**src/rtl/lead_one_predict.sv**
```systemverilog
module lead_one_predict #(
  parameter int N = 24
) (
  input  logic                     clk,
  input  logic                     rst_n,
  input  logic [N-1:0]             a,
  input  logic [N-1:0]             b,
  input  logic [N-1:0]             diff,
  output logic [$clog2(N+1)-1:0]   norm_shift,
  output logic                     res_zero,
  output logic                     fix_one
);
  localparam int L  = $clog2(N);
  localparam int P  = 1 << L;
  localparam int CW = $clog2(N+1);

  // indicator vector, carry-in acts as the bit below position 0
  logic [N-1:0] ind;
  assign ind = (a ^ b) & ({a[N-2:0], 1'b1} | ~{b[N-2:0], 1'b0});

  logic [P-1:0] ind_pad;
  assign ind_pad = P'(ind) << (P - N);

  for (genvar l = 0; l <= L; l++) begin : g_lvl
    localparam int W = P >> l;
    logic         vld [W];
    logic [L-1:0] cnt [W];
    for (genvar j = 0; j < W; j++) begin : g_node
      if (l == 0) begin : g_leaf
        assign vld[j] = ind_pad[P-1-j];
        assign cnt[j] = '0;
      end else begin : g_join
        assign vld[j] = g_lvl[l-1].vld[2*j] | g_lvl[l-1].vld[2*j+1];
        assign cnt[j] = g_lvl[l-1].vld[2*j] ? g_lvl[l-1].cnt[2*j]
                                            : (g_lvl[l-1].cnt[2*j+1] | L'(1 << (l-1)));
      end
    end
  end

  logic         any_one;
  logic [L-1:0] lz;
  logic [L-1:0] pos;
  logic         same;
  assign any_one = g_lvl[L].vld[0];
  assign lz      = g_lvl[L].cnt[0];
  assign pos     = L'(N-1) - lz;
  assign same    = (a == b);

  always_ff @(posedge clk or negedge rst_n) begin
    if (!rst_n) begin
      norm_shift <= '0;
      res_zero   <= 1'b0;
      fix_one    <= 1'b0;
    end else begin
      norm_shift <= (same || !any_one) ? CW'(N) : CW'(lz);
      res_zero   <= same;
      fix_one    <= any_one && !same && !diff[pos];
    end
  end

  logic [N-1:0] dsh;
  assign dsh = diff << lz;

  AST_LEAD_WINDOW: assert property (@(posedge clk) disable iff (!rst_n)
    (a > b) && (diff == a - b) |-> (dsh[N-1] | dsh[N-2]) && ((diff >> (N - int'(lz))) == '0));
  AST_ZERO_SAT: assert property (@(posedge clk) disable iff (!rst_n)
    res_zero |-> (norm_shift == CW'(N)) && !fix_one);
  AST_ZERO_MATCH: assert property (@(posedge clk) disable iff (!rst_n)
    (a == b) |=> res_zero);
  AST_NONZERO_RANGE: assert property (@(posedge clk) disable iff (!rst_n)
    (a > b) |=> !res_zero && (norm_shift < CW'(N)));
endmodule

```
**config.mk**
```make
export PLATFORM = sky130hd
export DESIGN_NAME = lead_one_predict
export DESIGN_NICKNAME = d
export VERILOG_FILES = /design/src/rtl/lead_one_predict.sv
export SDC_FILE = /design/constraint.sdc
export NUM_CORES = 1
export LEC_CHECK = 0
export BUFFER_PORTS_ARGS = -buffer_cell sky130_fd_sc_hd__buf_2
export CAP_MARGIN = 20
export CORE_AREA = 2 2 59 61
export DETAILED_ROUTE_END_ITERATION = 6
export DIE_AREA = 0 0 61 63
export PLACE_DENSITY = 0.78
export SETUP_SLACK_MARGIN = 0.5
export SKIP_CTS_REPAIR_TIMING = 1
export SYNTH_ARGS = -nofsm -noshare
export SYNTH_HDL_FRONTEND = slang
export SYNTH_SLANG_ARGS = --single-unit
```
**constraint.sdc**
```tcl
create_clock -name clk -period 0.8 [get_ports clk]
set_clock_uncertainty 0.05 [all_clocks]
set_input_delay 0.24 -clock clk [delete_from_list [all_inputs] [get_ports clk]]
set_output_delay 0.24 -clock clk [all_outputs]
set_load 0.03 [all_outputs]
```
==> flow_metrics.py <==
metrics = {
    "run_status": {
        "outcome": "finished, violations left",
        "violations": "hold timing, setup timing",
    },
    "clock_network": {
        "h-tree-depth": 1,
        "numCtsBuffers": 3,
        "path_clk_slew_ps": 60,
        "clock-sinks": 7,
        "cts_buffer_depth": 2,
        "tritoncts": "built",
        "cts_root_buf": "clkbuf_4",
    },
    "timing": {
        "finalCriticalPeriod_ps": 2260,
        "relSlewSlack_pct": 76.5,
        "worst_slew_pin_slew_ps": 352,
        "finalWorstSetupSlack_ps": -1460,
        "period_share_pct": 283,
        "maxSlewViolCount": 0,
        "hold_slack_ps": -243,
        "tns_ps": -8410,
        "max_freq_mhz": 442,
        "setup_viol": 14,
        "finalHoldViolCount": 7,
        "rsz0062_at_grt": "yes",
    },
    "critical_path": {
        "required_ps": 900,
        "critPathMaxFanout": 5,
        "worstSetupPathType": "primary input to register",
        "start_kind": "primary input",
        "arrival_ps": 2360,
        "critPathCaptureType": "register",
    },
    "logic_synthesis": {
        "synthArstFlopShare_pct": 100,
        "synth_compound_area_share_pct": 31.1,
        "synth_area_leaders": "ha_1 (21%), dfrtp_1 (13%), inv_1 (6.7%)",
        "synthDistinctLibCells": 54,
        "yosys.area.top_type": "ha_1",
        "synthXorXnorAreaFrac_pct": 1.21,
        "synth_top_family_by_area": "compound AO/OA/AOI/OAI gates",
        "synth_nets": 265,
        "synth.avg_cell_area_sq_um": 8.00,
        "yosys_warnings": 0,
        "synthFlopType": "dfrtp_1",
        "synth_edf_count": 0,
        "synth_fa_ha_area_share_pct": 21.4,
        "syn-instance-count": 168,
        "synthSimpleGateAreaFrac_pct": 21.8,
        "synth_top_cell_area_share_pct": 21.4,
        "synthMuxAreaShare_pct": 3.07,
        "ys_ff_latch": 7,
        "synth_area_sq_um": 1340,
        "ys_seq_area_share_pct": 13.0,
    },
    "placed_design": {
        "dpl.hpwl_mm": 3.59,
        "port_buffers": 80,
        "gp_congestion": 0.888,
        "dp_cells": 326,
    },
    "finish": {
        "nFillCells": 173,
        "drive_gt1_share_pct": 71.7,
        "diodes": 0,
        "post-route-util_pct": 87.2,
        "layoutNonFillerInstCount": 343,
        "area_delta_synth_final_pct": 110,
        "nets": 395,
    },
    "detailed_routing": {
        "wl_met2_mm": 3.35,
        "first_iter_violations": 82,
        "avgRoutedWirePerCell_microns": 18.0,
        "vias": 1947,
        "route.met3.wl_microns": 364,
        "drcViolationCount": 0,
        "wl_met1_mm": 2.28,
        "totalWireLength_mm": 6.16,
        "drtPass1Iterations": 4,
        "viasPerCell": 5.68,
        "antenna_left": 0,
        "dr.max_layer_used": "met4",
    },
    "floorplanning": {
        "initial_core_util_pct": 41.6,
        "die_area_sq_um": 3840,
        "boundaryPins": 81,
        "rows": 21,
        "dieWidth_microns": 61,
        "die_h_microns": 63,
        "core_sq_um": 3230,
    },
    "grt": {
        "antenna_found_initial": 0,
        "grt_overflow_total": 0,
        "grt_start_max_net_pins": 12,
        "grt_pass1_wl_mm": 6.82,
        "grt_pass1_vias": 1723,
        "track_usage_pct": 21.9,
    },
    "power": {
        "p_per_area_nw_per_um2": 1100,
        "vdd_drop_max_uv": 662,
        "finalPower_mw": 3.11,
        "power.leakage_nw": 1.31,
    },
    "job": {
        "maxCapViolCount": 0,
    },
    "hold_path": {
        "min_path_type": "primary input to asynchronous set/reset pin",
    },
}
-- stage by stage --
step,instance area [sq um],worst slack (ps)
2_1_floorplan,1630,-1270
3_3_place_gp,2320,-1470
3_5_place_dp,2320,-1560
4_1_cts,2350,-1320
5_1_grt,2820,-1500
6_report,2820,-1460
-- logic make-up after synthesis --
family                     after synthesis
buffers and inverters                   27
xor gates and xnor gates                 1
and+or+nand+nor                         55
AOI/OAI and AO/OA                       51
muxes                                    4
DFF                                      7
adders and majority gates               23
-- registers in the layout (all words and copies together), names as in the netlist --
register	cells
fix_one	1
norm_shift	5
res_zero	1
-- cells in the mapped netlist, types with 2 or more instances --
cell,count
a211oi_2,3
a21oi_1,4
dfrtp_1,7
ha_1,23
inv_1,24
mux2i_1,3
nand2_1,8
nand2_2,2
nand3_1,7
nand4_1,6
nor2_1,16
nor2_2,2
nor3_1,2
o211ai_1,2
o21ai_0,6
o21ai_1,2
o22a_1,4
o22ai_1,9
o32a_1,3
-- cell usage in the layout (no fill, tap or decap), drive strengths merged, types with 6 or more instances in the layout --
| master | netlist | routed |
|---|---|---|
| o22ai | 9 | 9 |
| buf | 2 | 127 |
| nand3 | 7 | 7 |
| inv | 25 | 25 |
| nor2 | 19 | 19 |
| o21ai | 9 | 9 |
| nand4 | 6 | 6 |
| dfrtp | 7 | 7 |
| nand2 | 10 | 10 |
| ha | 23 | 23 |
-- metal layers --
metal	vias up	global-route usage [%]
li1	899	-
met1	922	28.2
met2	112	39.7
met3	14	1.04
met4	0	2.99
met5	-	0
-- layout make-up --
class	count	area, sq um	share of cell area [%]
tap	46	57.6	2.04
inverter	25	114	4.04
multi-input combinational	134	1480	52.6
sequential	7	183	6.48
timing repair buffer	127	955	33.9
clock buffer	4	26.3	0.933
-- path summary, 6_finish.rpt --
| path | slack (ps) | from | to |
|---|---|---|---|
| max | -1460 | a[10] | fix_one$_DFF_PN0_ |
| min | -240 | rst_n | norm_shift[2]$_DFF_PN0_ |
| max in group asynchronous | 760 | rst_n | norm_shift[4]$_DFF_PN0_ |
| min in group clk | 320 | diff[3] | fix_one$_DFF_PN0_ |
-- critical path, cell delays in order --
cell	delay, ps
buf_2	90
inv_1	80
ha_4	210
nor2_1	140
o32a_1	240
o221ai_4	130
buf_6	150
a211oi_4	250
nor2_1	100
buf_4	160
mux2i_1	180
o211ai_1	120
a211oi_2	260
-- power breakdown --
group	internal (mW)	switching [mW]	leakage, nW
sequential	0.401	0.0246	0.0828
combinational	1.24	1.11	1.21
clock	0.191	0.137	0.0150
Note: power is estimated with default switching activity, not from simulation.
